File: src/rtl/sid_fwd_pkg.sv
package sid_fwd_pkg;
  localparam int FIELD_W   = 8;
  localparam int TBL_DEPTH = 1 << FIELD_W;
  localparam int NUM_TBL   = 2;
  localparam int TBL_NET   = 0;
  localparam int TBL_HOST  = 1;

  typedef struct packed {
    logic [FIELD_W-1:0] src_net;
    logic [FIELD_W-1:0] src_host;
    logic [FIELD_W-1:0] dst_net;
    logic [FIELD_W-1:0] dst_host;
  } sid_t;

  typedef enum logic [1:0] {
    TGT_NONE,
    TGT_NET,
    TGT_HOST,
    TGT_LOCAL
  } set_tgt_e;
endpackage

File: src/rtl/sid_fwd_set_dec.sv
module sid_fwd_set_dec
  import sid_fwd_pkg::*;
#(
  parameter int SET_AW    = 16,
  parameter int SET_DW    = 32,
  parameter int PORT_W    = 2,
  parameter int NET_BASE  = 0,
  parameter int HOST_BASE = 256,
  parameter int LOCAL_REG = 512
) (
  input  logic               clk,
  input  logic               rst,
  input  logic               set_stb,
  input  logic [SET_AW-1:0]  set_addr,
  input  logic [SET_DW-1:0]  set_data,
  output logic               net_we,
  output logic               host_we,
  output logic [FIELD_W-1:0] wr_idx,
  output logic [PORT_W-1:0]  wr_port,
  output logic [FIELD_W-1:0] local_addr
);
  localparam logic [SET_AW-1:0] NET_A   = SET_AW'(NET_BASE);
  localparam logic [SET_AW-1:0] HOST_A  = SET_AW'(HOST_BASE);
  localparam logic [SET_AW-1:0] LOCAL_A = SET_AW'(LOCAL_REG);
  localparam logic [SET_AW-1:0] SPAN    = SET_AW'(TBL_DEPTH);

  logic [SET_AW-1:0] net_off;
  logic [SET_AW-1:0] host_off;
  set_tgt_e          tgt;
  logic              unused_set_bits;

  assign net_off  = set_addr - NET_A;
  assign host_off = set_addr - HOST_A;

  always_comb begin
    tgt = TGT_NONE;
    if (set_stb) begin
      if (set_addr == LOCAL_A)  tgt = TGT_LOCAL;
      else if (host_off < SPAN) tgt = TGT_HOST;
      else if (net_off < SPAN)  tgt = TGT_NET;
    end
  end

  assign net_we  = (tgt == TGT_NET);
  assign host_we = (tgt == TGT_HOST);
  assign wr_idx  = (tgt == TGT_HOST) ? host_off[FIELD_W-1:0] : net_off[FIELD_W-1:0];
  assign wr_port = set_data[PORT_W-1:0];
  assign unused_set_bits = ^set_data[SET_DW-1:FIELD_W];

  always_ff @(posedge clk) begin
    if (rst)                    local_addr <= '0;
    else if (tgt == TGT_LOCAL)  local_addr <= set_data[FIELD_W-1:0];
  end

  p_local_load_r5: assert property (@(posedge clk) disable iff (rst)
    set_stb && set_addr == LOCAL_A |=> local_addr == $past(set_data[FIELD_W-1:0]))
    else $error("local address not loaded");

  p_high_addr_ignored_r8: assert property (@(posedge clk) disable iff (rst)
    set_stb && set_addr > LOCAL_A |-> !net_we && !host_we)
    else $error("write above local register reached a table");

  p_local_kept_r8: assert property (@(posedge clk) disable iff (rst)
    !(set_stb && set_addr == LOCAL_A) |=> $stable(local_addr))
    else $error("local address changed without its write");
endmodule

File: src/rtl/sid_fwd_table.sv
module sid_fwd_table #(
  parameter int IDX_W  = 8,
  parameter int PORT_W = 2
) (
  input  logic              clk,
  input  logic              rst,
  input  logic              we,
  input  logic [IDX_W-1:0]  widx,
  input  logic [PORT_W-1:0] wdata,
  input  logic              re,
  input  logic [IDX_W-1:0]  ridx,
  output logic [PORT_W-1:0] rdata
);
  localparam int DEPTH = 1 << IDX_W;

  logic [PORT_W-1:0] mem [DEPTH];
  logic [DEPTH-1:0]  vld;
  logic [PORT_W-1:0] mem_q;
  logic              vld_q;

  // RAM body: write port and read-first registered read, no reset
  always_ff @(posedge clk) begin
    if (we) mem[widx] <= wdata;
  end

  always_ff @(posedge clk) begin
    if (re) mem_q <= mem[ridx];
  end

  // written-once flags give the all-zero reset view
  always_ff @(posedge clk) begin
    if (rst)     vld <= '0;
    else if (we) vld[widx] <= 1'b1;
  end

  always_ff @(posedge clk) begin
    if (rst)     vld_q <= 1'b0;
    else if (re) vld_q <= vld[ridx];
  end

  assign rdata = vld_q ? mem_q : '0;

  p_blank_entry_r1: assert property (@(posedge clk) disable iff (rst)
    re && !vld[ridx] |=> rdata == '0)
    else $error("unwritten entry read nonzero");

  p_read_hold_r6: assert property (@(posedge clk) disable iff (rst)
    !re |=> $stable(rdata))
    else $error("table output moved without a read");
endmodule

File: src/rtl/sid_fwd_hdr_track.sv
module sid_fwd_hdr_track (
  input  logic clk,
  input  logic rst,
  input  logic beat_valid,
  input  logic beat_ready,
  input  logic beat_last,
  input  logic busy,
  input  logic release_i,
  output logic capture,
  output logic in_pkt
);
  logic fire;
  logic first_beat;

  assign fire       = beat_valid && beat_ready;
  assign first_beat = fire && !in_pkt;
  assign capture    = first_beat && (!busy || release_i);

  always_ff @(posedge clk) begin
    if (rst)       in_pkt <= 1'b0;
    else if (fire) in_pkt <= !beat_last;
  end

  p_last_clears_r2: assert property (@(posedge clk) disable iff (rst)
    beat_valid && beat_ready && beat_last |=> !in_pkt)
    else $error("last beat left packet open");

  p_first_opens_r2: assert property (@(posedge clk) disable iff (rst)
    beat_valid && beat_ready && !beat_last |=> in_pkt)
    else $error("non-last beat did not mark packet open");

  p_mid_no_lookup_r2: assert property (@(posedge clk) disable iff (rst)
    in_pkt |-> !capture)
    else $error("lookup started mid-packet");
endmodule

File: src/rtl/sid_fwd_lookup.sv
module sid_fwd_lookup
  import sid_fwd_pkg::*;
#(
  parameter int NUM_OUT   = 4,
  parameter int BEAT_W    = 64,
  parameter int SET_AW    = 16,
  parameter int SET_DW    = 32,
  parameter int NET_BASE  = 0,
  parameter int HOST_BASE = 256,
  parameter int LOCAL_REG = 512,
  localparam int PORT_W   = (NUM_OUT > 1) ? $clog2(NUM_OUT) : 1
) (
  input  logic              clk,
  input  logic              rst,
  input  logic              set_stb,
  input  logic [SET_AW-1:0] set_addr,
  input  logic [SET_DW-1:0] set_data,
  input  logic [BEAT_W-1:0] in_tdata,
  input  logic              in_tvalid,
  input  logic              in_tready,
  input  logic              in_tlast,
  output logic [PORT_W-1:0] route_port,
  output logic              route_valid,
  input  logic              route_ack
);
  sid_t               sid;
  logic               capture;
  logic               in_pkt;
  logic               net_we;
  logic               host_we;
  logic [FIELD_W-1:0] wr_idx;
  logic [PORT_W-1:0]  wr_port;
  logic [FIELD_W-1:0] local_addr;
  logic               pick_host_q;
  logic               tbl_we   [NUM_TBL];
  logic [FIELD_W-1:0] tbl_ridx [NUM_TBL];
  logic [PORT_W-1:0]  tbl_rd   [NUM_TBL];
  logic               unused_hdr_bits;

  assign sid = in_tdata[31:0];

  generate
    if (BEAT_W > 32) begin : g_wide
      assign unused_hdr_bits = ^{in_tdata[BEAT_W-1:32], sid.src_net, sid.src_host, in_pkt};
    end else begin : g_narrow
      assign unused_hdr_bits = ^{sid.src_net, sid.src_host, in_pkt};
    end
  endgenerate

  sid_fwd_set_dec #(
    .SET_AW(SET_AW), .SET_DW(SET_DW), .PORT_W(PORT_W),
    .NET_BASE(NET_BASE), .HOST_BASE(HOST_BASE), .LOCAL_REG(LOCAL_REG)
  ) u_set_dec (
    .clk(clk), .rst(rst), .set_stb(set_stb), .set_addr(set_addr), .set_data(set_data),
    .net_we(net_we), .host_we(host_we), .wr_idx(wr_idx), .wr_port(wr_port),
    .local_addr(local_addr)
  );

  sid_fwd_hdr_track u_hdr (
    .clk(clk), .rst(rst), .beat_valid(in_tvalid), .beat_ready(in_tready),
    .beat_last(in_tlast), .busy(route_valid), .release_i(route_ack),
    .capture(capture), .in_pkt(in_pkt)
  );

  assign tbl_we[TBL_NET]    = net_we;
  assign tbl_we[TBL_HOST]   = host_we;
  assign tbl_ridx[TBL_NET]  = sid.dst_net;
  assign tbl_ridx[TBL_HOST] = sid.dst_host;

  // both levels are read together; the compare picks one a cycle later
  for (genvar t = 0; t < NUM_TBL; t++) begin : g_tbl
    sid_fwd_table #(.IDX_W(FIELD_W), .PORT_W(PORT_W)) u_tbl (
      .clk(clk), .rst(rst), .we(tbl_we[t]), .widx(wr_idx), .wdata(wr_port),
      .re(capture), .ridx(tbl_ridx[t]), .rdata(tbl_rd[t])
    );
  end

  always_ff @(posedge clk) begin
    if (rst)          pick_host_q <= 1'b0;
    else if (capture) pick_host_q <= (sid.dst_net == local_addr);
  end

  always_ff @(posedge clk) begin
    if (rst)            route_valid <= 1'b0;
    else if (capture)   route_valid <= 1'b1;
    else if (route_ack) route_valid <= 1'b0;
  end

  assign route_port = pick_host_q ? tbl_rd[TBL_HOST] : tbl_rd[TBL_NET];

  p_hold_until_ack_r6: assert property (@(posedge clk) disable iff (rst)
    route_valid && !route_ack |=> route_valid && $stable(route_port))
    else $error("decision changed before acknowledge");

  p_rise_after_beat_r6: assert property (@(posedge clk) disable iff (rst)
    $rose(route_valid) |-> $past(in_tvalid && in_tready))
    else $error("decision without a handshaken beat");

  p_ack_drops_r7: assert property (@(posedge clk) disable iff (rst)
    route_valid && route_ack && !(in_tvalid && in_tready) |=> !route_valid)
    else $error("acknowledged decision still pending");
endmodule

File: config.mk
export PLATFORM = sky130hd
export DESIGN_NAME = sid_fwd_lookup
export DESIGN_NICKNAME = d
export VERILOG_FILES = /design/src/rtl/sid_fwd_pkg.sv /design/src/rtl/sid_fwd_set_dec.sv /design/src/rtl/sid_fwd_table.sv /design/src/rtl/sid_fwd_hdr_track.sv /design/src/rtl/sid_fwd_lookup.sv
export SDC_FILE = /design/constraint.sdc
export NUM_CORES = 2
export LEC_CHECK = 0
export ABC_AREA = 1
export ABC_CLOCK_PERIOD_IN_PS = 7800
export BUFFER_PORTS_ARGS = -buffer_cell sky130_fd_sc_hd__buf_2
export CORE_ASPECT_RATIO = 0.5
export CORE_MARGIN = 8
export CORE_UTILIZATION = 60
export DETAILED_ROUTE_END_ITERATION = 8
export PLACE_DENSITY = 0.77
export SLEW_MARGIN = 20
export SYNTH_ARGS = -nofsm -noshare
export SYNTH_HDL_FRONTEND = slang
export SYNTH_HIERARCHICAL = 1
export SYNTH_SLANG_ARGS = --single-unit
File: constraint.sdc
create_clock -name clk -period 7.8 [get_ports clk]
set_clock_uncertainty 0.1 [all_clocks]
set_input_delay 1.56 -clock clk [delete_from_list [all_inputs] [get_ports clk]]
set_output_delay 1.56 -clock clk [all_outputs]
set_load 0.005 [all_outputs]
==> flow_summary.json <==
{
  "period_needed_ps": 4550,
  "coreArea_um2": 105000,
  "grt_max_degree": 219,
  "synthCells": 6790,
  "die_w_um": 478,
  "regToRegSetupSlack_ps": 5780,
  "grtUsageTotal_pct": 27.5,
  "grt_overflow_total": 0,
  "synth_edf_count": 1028,
  "status": "complete, no violations",
  "areaGrowthSynthToFinish_pct": 7.57,
  "clock_latency_ps": 770,
  "met3_usage_pct": 4.45,
  "arrival_ps": 4860,
  "vdd_drop_max_mv": 0.218,
  "max_stage_delay_ps": 940,
  "power_w": 0.0166,
  "cpMostUsedCell": "nor2_1",
  "syn_area_per_cell_um2": 9.43,
  "use_met1_pct": 35.3,
  "die_y_um": 247,
  "report.final.setup_viol": 0,
  "cp.required_ps": 8110,
  "post_cts_resized": 0,
  "clk_pin_slew_ps": 60,
  "ys_async_sr_fraction_pct": 0,
  "busiest_layer": "met2",
  "min_to": "g_tbl[1].u_tbl/vld[232]",
  "nFillCells": 7856,
  "cts_hold_buf": 0,
  "drive_above_1_share_pct": 5.06,
  "path_class": "input port to flip-flop",
  "die_area_um2": 118000,
  "p_per_area_nw_per_um2": 241,
  "p_leak_nw": 23.4,
  "rows": 84,
  "grt_pass1_wl_um": 256000,
  "rr_worst_depth": 8,
  "hold_depth": 2,
  "dpl_worst_slack_ps": 2800,
  "slew_viol_final": 0,
  "synth-seq-cells": 1553,
  "crit_chain": "buf_2 -> nor2_1 -> and2_1 -> nand3_4 -> nand2_1 -> nor2_1 -> inv_1 -> nor2_1 -> clkinv_1 -> nor2_1",
  "worst_slack_ps": 3250,
  "via_count": 49600,
  "nets": 6690,
  "cts_tree": "done",
  "use_met2_pct": 45.1,
  "finalCritPeriodShare_pct": 58.3,
  "end_kind": "flip-flop",
  "clock_path_buffers": 3,
  "synth_top_flop_cell": "edfxtp_1",
  "yosysSeqAreaShare_pct": 64.6,
  "synth_area_um2": 64000,
  "ys_types": 32,
  "pin_count": 122,
  "cts_buffers": 137,
  "cts_setup_buffers": 0,
  "reg2reg_to": "pick_host_q",
  "drt-initial-drc-count": 6939,
  "synth.net_count": 6909,
  "routed_via_density": 6.11,
  "port_buffers": 49,
  "crit_path_top_delay_cell": "clkinv_1",
  "rsz0062_at_grt": "false",
  "path_buf_inv": 3,
  "antenna_found_initial": 7,
  "post_drt_wl_per_cell_um": 20.8,
  "max-slew-margin-rel_pct": 19.3,
  "tns_ps": 0,
  "max_freq_ghz": 0.220,
  "grt_pass1_vias": 47400,
  "drc": 0,
  "cts_max_level": 4,
  "drt_wl_total_um": 169000,
  "hpwl_um": 89900,
  "drtAntennaViolNets": 0,
  "r2r-start": "u_hdr/in_pkt",
  "gp_congestion": 0.857,
  "fin_util_pct": 65.3,
  "clock-sinks": 1553,
  "root_buffer": "clkbuf_16",
  "hold_start": "g_tbl[1].u_tbl/vld[232]",
  "maxCapViolations": 0,
  "firstDrtPassIters": 6,
  "yosys_warnings": 6,
  "hold_class": "flip-flop to flip-flop",
  "hold_viol_final": 0,
  "critPathMaxFanout": 20,
  "worstMarginPinSlew_ps": 1210,
  "crit_family": "simple AND/OR/NAND/NOR gates",
  "worstSetupStartpointType": "input port",
  "initial_core_util_pct": 60.7
}
layout by cell type (no fill, tap or decap), types with 26 or more instances in the layout:
cell,n
o21ai_0,430
clkbuf_1,30
dfxtp_1,525
clkbuf_16,144
o21ai_1,78
clkinv_1,26
nand3_1,732
inv_1,161
edfxtp_1,1028
nand2_1,916
nor2_1,2154
buf_4,51
buf_2,40
o22ai_1,252
cell families (layout without fill, tap and decap cells):
| family | count (synthesis) | after routing | synth area share [%] |
|---|---|---|---|
| simple gates | 3818 | 3818 | 23.9 |
| other cells | 0 | 10 | 0 |
| mux | 2 | 2 | 0.0352 |
| xor+xnor | 2 | 2 | 0.0274 |
| compound gates | 777 | 777 | 6.64 |
| flops | 1553 | 1553 | 64.6 |
| buf+inv | 638 | 534 | 4.78 |
flip-flops by register name, summed over array words and instances, names as in the netlist:
register and cells:
route_valid 1, u_set_dec/local_addr 8, g_tbl.u_tbl/mem 1024, u_hdr/in_pkt 1
g_tbl.u_tbl/vld 512, g_tbl.u_tbl/mem_q 4, pick_host_q 1, g_tbl.u_tbl/vld_q 2
stage by stage:
stage / hold WS, ps / area [um2] / instances
after floorplan: 340 / 64000 / 6790
after global placement: 349 / 64300 / 7851
after detailed placement: 356 / 64300 / 7851
after CTS: 370 / 68900 / 8105
after global routing: 385 / 68900 / 8110
final: 364 / 68900 / 8115
metal layers:
| layer | share of wire, % | up-vias | routed length [um] |
|---|---|---|---|
| li1 | - | 22400 | - |
| met1 | 38 | 23600 | 63400 |
| met2 | 46 | 3004 | 77600 |
| met3 | 11 | 529 | 19000 |
| met4 | 5.0 | 0 | 8470 |
| met5 | 0 | - | 0 |
synthesized netlist by cell type, types with 2 or more instances:
cell / n / area, um2
a21oi_1: 7 / 35.0
buf_1: 23 / 86.3
buf_2: 112 / 561
buf_4: 25 / 188
buf_6: 50 / 563
buf_8: 4 / 60.1
clkbuf_1: 250 / 938
clkinv_1: 2 / 7.51
dfxtp_1: 525 / 10500
edfxtp_1: 1028 / 30900
inv_1: 167 / 627
inv_4: 4 / 25.0
mux2_2: 2 / 22.5
nand2_1: 916 / 3440
nand2_2: 2 / 12.5
nand3_1: 732 / 3660
nor2_1: 2155 / 8090
nor2_2: 3 / 18.8
nor2_4: 2 / 22.5
nor3_1: 3 / 15.0
o21ai_0: 430 / 2150
o21ai_1: 78 / 390
o21ba_2: 9 / 90.1
o22ai_1: 252 / 1580
xnor2_1: 2 / 17.5
tightest hold or removal path, stage by stage, from the launching register on:
cell,delay [ps]
dfxtp_1,320
nor2_1,50
nor2_1,60
worst max-delay path by stage:
stage	from	endpoint	slack, ps	depth (start not counted)
global route	set_addr[7]	g_tbl[1].u_tbl/mem[66][0]	3260	10
detailed placement	in_tdata[8]	g_tbl[0].u_tbl/mem_q[1]	2800	13
floorplan	set_data[0]	g_tbl[0].u_tbl/mem[0][0]	3700	1
CTS	in_tdata[8]	g_tbl[0].u_tbl/mem_q[1]	3610	13
global placement	in_tdata[8]	g_tbl[0].u_tbl/mem_q[1]	2880	13
finish	set_addr[6]	g_tbl[1].u_tbl/mem[210][1]	3250	10
cell type report:
type	count	area, um2	share of cell area (%)
flip-flops and latches	1553	41400	60.1
multi-input cells	4599	19600	28.5
clock buffers	189	3920	5.69
well taps	1419	1780	2.58
repair buffers	107	852	1.24
inverters	173	688	0.999
clock inverters	65	644	0.935
diodes	10	25.0	0.0363
power by group:
group	internal, W	switching (W)
sequential	0.00876	0.00000134
clock	0.00393	0.00301
combinational	0.000216	0.000706
No activity file was read; power rests on OpenSTA's default activity.
